$ cat src/rtl/pdc_pkg.sv
package pdc_pkg;

    typedef enum logic [1:0] {
        FORCE_NONE = 2'd0,
        FORCE_MIN  = 2'd1,
        FORCE_MAX  = 2'd2
    } force_e;

    // Minimum override has priority over maximum.
    function automatic force_e resolve_force(input logic fmin, input logic fmax);
        if (fmin)      return FORCE_MIN;
        else if (fmax) return FORCE_MAX;
        else           return FORCE_NONE;
    endfunction

endpackage

$ cat src/rtl/pdc_latch_bank.sv
module pdc_latch_bank
    import pdc_pkg::*;
#(
    parameter int CODE_W = 7,
    parameter int FRAC_W = 2
) (
    input  logic              clk,
    input  logic              rst_n,
    input  logic              hold,
    input  logic              force_min,
    input  logic              force_max,
    input  logic [CODE_W-1:0] bus_code,
    input  logic              bus_chain,
    output logic [CODE_W-1:0] code_q,
    output logic              chain_q,
    output logic              bonus_q
);

    localparam logic [CODE_W-1:0] MAX_PATTERN = {CODE_W{1'b1}} << FRAC_W;

    typedef struct packed {
        logic [CODE_W-1:0] code;
        logic              chain;
        logic              bonus;
    } bank_t;

    bank_t  bank_d, bank_q;
    force_e mode;

    always_comb begin
        mode   = resolve_force(force_min, force_max);
        bank_d = bank_q;
        unique case (mode)
            FORCE_MIN: begin
                bank_d.code  = '0;
                bank_d.chain = 1'b0;
                bank_d.bonus = 1'b0;
            end
            FORCE_MAX: begin
                bank_d.code  = MAX_PATTERN;
                bank_d.chain = 1'b1;
                bank_d.bonus = 1'b1;
            end
            default: begin
                if (!hold) begin
                    bank_d.code  = bus_code;
                    bank_d.chain = bus_chain;
                    bank_d.bonus = 1'b0;
                end
            end
        endcase
    end

    always_ff @(posedge clk) begin
        if (!rst_n) bank_q <= '0;
        else        bank_q <= bank_d;
    end

    assign code_q  = bank_q.code;
    assign chain_q = bank_q.chain;
    assign bonus_q = bank_q.bonus;

    AST_PASS_LOAD: assert property (@(posedge clk) disable iff (!rst_n)
        (!hold && !force_min && !force_max) |=> (code_q == $past(bus_code) && chain_q == $past(bus_chain)));

    AST_HOLD_KEEP: assert property (@(posedge clk) disable iff (!rst_n)
        (hold && !force_min && !force_max) |=> ($stable(code_q) && $stable(chain_q) && $stable(bonus_q)));

    AST_MIN_CLEAR: assert property (@(posedge clk) disable iff (!rst_n)
        force_min |=> (code_q == '0 && !chain_q && !bonus_q));

    AST_MAX_SET: assert property (@(posedge clk) disable iff (!rst_n)
        (force_max && !force_min) |=> (code_q == MAX_PATTERN && chain_q && bonus_q));

endmodule

$ cat src/rtl/pdc_step_sel.sv
module pdc_step_sel #(
    parameter int CODE_W = 7,
    parameter int FRAC_W = 2,
    parameter int STEP_W = CODE_W + 1
) (
    input  logic [CODE_W-1:0] code,
    input  logic              bonus,
    output logic [STEP_W-1:0] steps
);

    localparam logic [STEP_W-1:0] UNIT_STEPS = STEP_W'(1) << FRAC_W;

    logic [STEP_W-1:0] term [CODE_W];

    for (genvar i = 0; i < CODE_W; i++) begin : g_weight
        assign term[i] = code[i] ? (STEP_W'(1) << i) : '0;
    end

    always_comb begin
        steps = bonus ? UNIT_STEPS : '0;
        for (int k = 0; k < CODE_W; k++) begin
            steps = steps + term[k];
        end
    end

endmodule

$ cat src/rtl/pdc_delay_line.sv
module pdc_delay_line #(
    parameter int DEPTH  = 129,
    parameter int STEP_W = 8
) (
    input  logic              clk,
    input  logic              rst_n,
    input  logic              din,
    input  logic [STEP_W-1:0] sel,
    output logic              dout
);

    typedef struct packed {
        logic [DEPTH-1:0] taps;
    } line_t;

    line_t line_d, line_q;

    always_comb begin
        line_d      = line_q;
        line_d.taps = {line_q.taps[DEPTH-2:0], din};
    end

    always_ff @(posedge clk) begin
        if (!rst_n) line_q <= '0;
        else        line_q <= line_d;
    end

    assign dout = (int'(sel) < DEPTH) ? line_q.taps[sel] : 1'b0;

    AST_SEL_RANGE: assert property (@(posedge clk) disable iff (!rst_n)
        int'(sel) < DEPTH);

endmodule

$ cat src/rtl/pdc_stage.sv
module pdc_stage #(
    parameter int CODE_W = 7,
    parameter int FRAC_W = 2
) (
    input  logic              clk,
    input  logic              rst_n,
    input  logic              sig_in,
    input  logic [CODE_W-1:0] bus_code,
    input  logic              bus_chain,
    input  logic              hold,
    input  logic              force_min,
    input  logic              force_max,
    input  logic              blank,
    output logic              sig_out,
    output logic              chain_out,
    output logic              chain_out_n
);

    localparam int STEP_W    = CODE_W + 1;
    localparam int MAX_STEPS = 1 << CODE_W;
    localparam int DEPTH     = MAX_STEPS + 1;

    logic [CODE_W-1:0] code_q;
    logic              chain_q;
    logic              bonus_q;
    logic [STEP_W-1:0] steps;
    logic              line_out;

    pdc_latch_bank #(.CODE_W(CODE_W), .FRAC_W(FRAC_W)) u_bank (
        .clk       (clk),
        .rst_n     (rst_n),
        .hold      (hold),
        .force_min (force_min),
        .force_max (force_max),
        .bus_code  (bus_code),
        .bus_chain (bus_chain),
        .code_q    (code_q),
        .chain_q   (chain_q),
        .bonus_q   (bonus_q)
    );

    pdc_step_sel #(.CODE_W(CODE_W), .FRAC_W(FRAC_W), .STEP_W(STEP_W)) u_sel (
        .code  (code_q),
        .bonus (bonus_q),
        .steps (steps)
    );

    pdc_delay_line #(.DEPTH(DEPTH), .STEP_W(STEP_W)) u_line (
        .clk   (clk),
        .rst_n (rst_n),
        .din   (sig_in),
        .sel   (steps),
        .dout  (line_out)
    );

    assign sig_out     = line_out & ~blank;
    assign chain_out   = chain_q;
    assign chain_out_n = ~chain_q;

    AST_BLANK_LOW: assert property (@(posedge clk) disable iff (!rst_n)
        blank |-> !sig_out);

    AST_MIN_WINS: assert property (@(posedge clk) disable iff (!rst_n)
        (force_min && force_max) |=> (!chain_out && steps == '0));

    AST_MAX_STEPS: assert property (@(posedge clk) disable iff (!rst_n)
        (force_max && !force_min) |=> (int'(steps) == MAX_STEPS));

endmodule

$ cat config.mk
export PLATFORM = sky130hd
export DESIGN_NAME = pdc_stage
export DESIGN_NICKNAME = d
export VERILOG_FILES = /design/src/rtl/pdc_pkg.sv /design/src/rtl/pdc_latch_bank.sv /design/src/rtl/pdc_step_sel.sv /design/src/rtl/pdc_delay_line.sv /design/src/rtl/pdc_stage.sv
export SDC_FILE = /design/constraint.sdc
export NUM_CORES = 1
export LEC_CHECK = 0
export BUFFER_PORTS_ARGS = -buffer_cell sky130_fd_sc_hd__buf_2
export CAP_MARGIN = 20
export CORE_MARGIN = 5
export CORE_UTILIZATION = 36
export DETAILED_ROUTE_END_ITERATION = 6
export PLACE_DENSITY_LB_ADDON = 0.3
export SYNTH_ARGS = -nofsm -noshare
export SYNTH_HDL_FRONTEND = slang
export SYNTH_HIERARCHICAL = 1
export SYNTH_SLANG_ARGS = --single-unit
$ cat constraint.sdc
create_clock -name clk -period 7 [get_ports clk]
set_input_delay 0.7 -clock clk [delete_from_list [all_inputs] [get_ports clk]]
set_output_delay 0.7 -clock clk [all_outputs]
set_load 0.01 [all_outputs]
==> results.txt <==
The total inserted antenna cells came out at 0. The number of I/O port buffers is 17. Among all stages on the critical path, the largest delay is contributed by ha_1. The number of slew-limit violations in the final report came out at 0. The latest clock arrival within the worst-skew pair is just over 400 ps.

The clock tree from TritonCTS is yes. In this run the post-CTS setup repair buffer count came out at 0. The maximum fanout count along the critical path came out at 17. The endpoint identified for the worst register-to-register timing path is u_bank/code_q[4].

The start point of the worst hold path is u_line/line_q[93]. The total wire length is slightly above 9000 um. In this run the remaining antenna-violating nets after routing total 0. The transition at the pin with the smallest max-transition slack came out at between 900 and 1000 ps. The final-stage net count came out at 461. The detailed-routing iteration count for the pre-antenna-repair pass is 4. The count of hold buffers inserted by post-cts repair is 0. The total of endpoints with negative setup slack in the final report is 0. For this design the ratio of total power to cell area is just over 300 nW/um2.

After synthesis, the mean cell area works out to between 10 and 15 um2. The site row count is 43. The first global-routing pass estimated 15300 um of wire. The core outline area came out at 13900 um2.

The number of nets produced by synthesis is between 400 and 500. The global-route total usage across every layer is 0.118. The average wire per standard cell came out at ~14 um. The number of violations of the max-capacitance limit is 0.

The synthesized instance count is between 400 and 500. The clock tree root driver cell is clkbuf_16. The startpoint identified for the worst register-to-register timing path is u_bank/code_q[4]. The via count of the first global-routing pass came out at approximately 3000. Counting the fill cells in the layout gives around 1300.

The overall die width came out at roughly 130 um. The critical path in this run is classified as register to output port. The sequential fraction of the synthesis area came out at 0.538. In this run the static leakage power is roughly 2.3 nW.

Setup repair after global routing left no endpoint under its margin. The area taken by flip-flops and latches is 2760 um2. The most used cell along the critical path is ha_1. The remaining global-route overflow is 0. For hold timing, the worst endpoint is u_line/line_q[94]. The total number of clock tree sinks is ~140. The reg2reg setup slack came out at between 6000 and 7000 ps. The synthesis warning total is 6. The number of synthesized register bits is 138. The clock slew seen by the registers of the worst setup and hold paths is 60 ps. The maximum ir drop on the vdd rail is around 0.19 mV.

The number of resized instances in the post-cts repair step is 0. For this design the top-level I/O count stands at 18. The critical path goes through ha_1 -> ha_1 -> or3b_4 -> o22ai_1 -> a211o_2 -> a21oi_1 -> or3_1 -> a222oi_1 -> nor2b_4 -> buf_2. The maximum buffer depth of the clock tree came out at 2.

The initial antenna violation count came to 0. STA puts the critical path data arrival time at 3440 ps. The flow ran to the end, and the final reports show no timing, DRC or antenna violations. The prevailing post-synth register cell is dfxtp_1. The final period demand of the worst path is 4140 ps. In this run, CTS created clock tree buffers numbering 17. STA classifies the critical path startpoint as a register. Summed over all nets, the half-perimeter wirelength after detailed placement is 5590 um. The area added between synthesis and finish is 14.8%.

Counting flops with a built-in enable in the synthesized netlist gives 0. The number of remaining DRC errors came out at 0. The detailed router finished its first iteration with between 150 and 200 violations.

Counting instances, the worst hold path has a depth of 1. The post-synthesis async set-or-reset flop share came out at 0. At the worst endpoint, the required time is approximately 6300 ps. Entering global routing, the biggest net connects 131 pins. The starting utilization of the core area is 0.369. The fraction of the core area covered by cells at the end of the flow is 0.423. The maximum clock frequency came out at around 240 MHz. The multi-input combinational cells in the finished layout cover a total of between 2000 and 2500 um2. The worst setup path is captured at an output port. The total count of hold-check failures in the final report came out at 0. The last weighted congestion value of the routability-driven placer is 0.740. For this block, the via count after detailed routing is between 3000 and 4000. For the worst flop-to-flop path, the logic depth is 2. The tightest min-delay check is of the register to register type.

The post-route fraction of the period consumed by the critical path came out at 0.591. The layout cell share with drive strength beyond 1 came out at 0.176. After routing, the total negative slack on setup checks comes to 0 ps. Measured along the y axis, the die boundary spans 129 um. CTS built an H-tree with a depth of 4. Synthesis instantiated 46 different standard cells from the library. The post-synthesis cell area is approximately 5100 um2.

The headroom to the max-slew limit came out at 0.382. The full die area is about 17000 um2. The largest single stage delay on the critical path is approximately 500 ps. The clock tree skew after final layout came out at roughly 5.4 ps. The via density per instance came out at between 4 and 5.
cells by family after synthesis:
kind of cell,after synthesis,synth area share
adders and majority gates,2,0.00487
xor gates and xnor gates,3,0.00512
DFF,138,0.538
AOI/OAI and AO/OA,36,0.0507
buffers and inverters,34,0.0439
muxes,54,0.159
and+or+nand+nor,166,0.198
per-stage QoR:
stage	hold slack, ps	worst slack (ps)	instances	instance area [um2]	total power, mW
final	447	2860	635	5890	1.78
after global routing	467	2690	635	5890	1.85
after CTS	451	2860	635	5890	1.81
after detailed placement	434	3330	605	5270	0.867
after global placement	427	3370	605	5270	0.866
after floorplan	421	3890	433	5130	0.856
sequential cells by signal, indices dropped and copies added (netlist names):
name,count
u_bank/chain_q,1
u_line/line_q,129
u_bank/code_q,7
u_bank/bonus_q,1
synthesized netlist by cell type, types with 3 or more instances:
master	n	area, um2
a2111oi_0	3	26.3
a21oi_1	9	45.0
and2_1	129	807
buf_4	4	30.0
buf_6	5	56.3
clkbuf_1	14	52.6
dfxtp_1	138	2760
inv_1	5	18.8
mux2_2	3	33.8
mux2i_1	30	300
mux4_1	3	78.8
mux4_2	18	405
nand2_1	7	26.3
nand3_1	3	15.0
nor2_1	9	33.8
nor2b_1	5	31.3
nor3_1	3	15.0
o22ai_1	5	31.3
routing by layer:
metal | global-route usage | vias up | share of wire
li1 | - | 1508 | -
met2 | 0.174 | 40 | 0.44
met1 | 0.160 | 1466 | 0.52
met3 | 0.0387 | 12 | 0.031
met5 | 0 | - | 0
met4 | 0.0477 | 0 | 0.017
area by class of cell:
| cell class | instances | area share |
|---|---|---|
| timing repair buffer | 21 | 0.0195 |
| inverter | 5 | 0.00318 |
| clock inverter | 11 | 0.0291 |
| multi-input combinational | 261 | 0.364 |
| sequential | 138 | 0.469 |
| clock buffer | 19 | 0.0768 |
| tap | 180 | 0.0382 |
critical path, delay by kind of cell (launching register included):
| family | cells | cell delay (ps) |
|---|---|---|
| AOI/OAI and AO/OA | 4 | 780 |
| adders and majority gates | 2 | 730 |
| buffers and inverters | 1 | 130 |
| and+or+nand+nor | 3 | 1070 |
| DFF | 1 | 320 |
cell usage in the layout, fill, tap and decap left out, types with 3 or more instances in the layout:
cell / netlist / layout
a2111oi_0: 3 / 3
a21oi_1: 9 / 9
and2_1: 129 / 129
buf_2: 2 / 17
buf_4: 4 / 4
bufinv_16: 0 / 4
clkbuf_16: 0 / 17
clkinv_4: 0 / 3
dfxtp_1: 138 / 137
inv_1: 5 / 5
mux2_2: 3 / 3
mux2i_1: 30 / 30
mux4_1: 3 / 3
mux4_2: 18 / 18
nand2_1: 7 / 7
nand3_1: 3 / 3
nor2_1: 9 / 9
nor2b_1: 5 / 5
nor3_1: 3 / 3
o22ai_1: 5 / 5
power breakdown:
| group | switching [mW] | internal, mW |
|---|---|---|
| registers | 0.00268 | 0.789 |
| logic | 0.0347 | 0.0229 |
| clock network | 0.325 | 0.611 |
how the worst max path moves through the flow:
stage / start / end / slack [ps] / cells past startpoint
after global routing: u_bank/code_q[2] / sig_out / 2690 / 10
after detailed placement: u_bank/code_q[2] / sig_out / 3330 / 10
final: u_bank/code_q[2] / sig_out / 2860 / 10
after global placement: u_bank/code_q[2] / sig_out / 3370 / 10
after floorplan: u_bank/code_q[2] / sig_out / 3890 / 9
after CTS: u_bank/code_q[2] / sig_out / 2860 / 10
(Power assumes the default switching activity.)
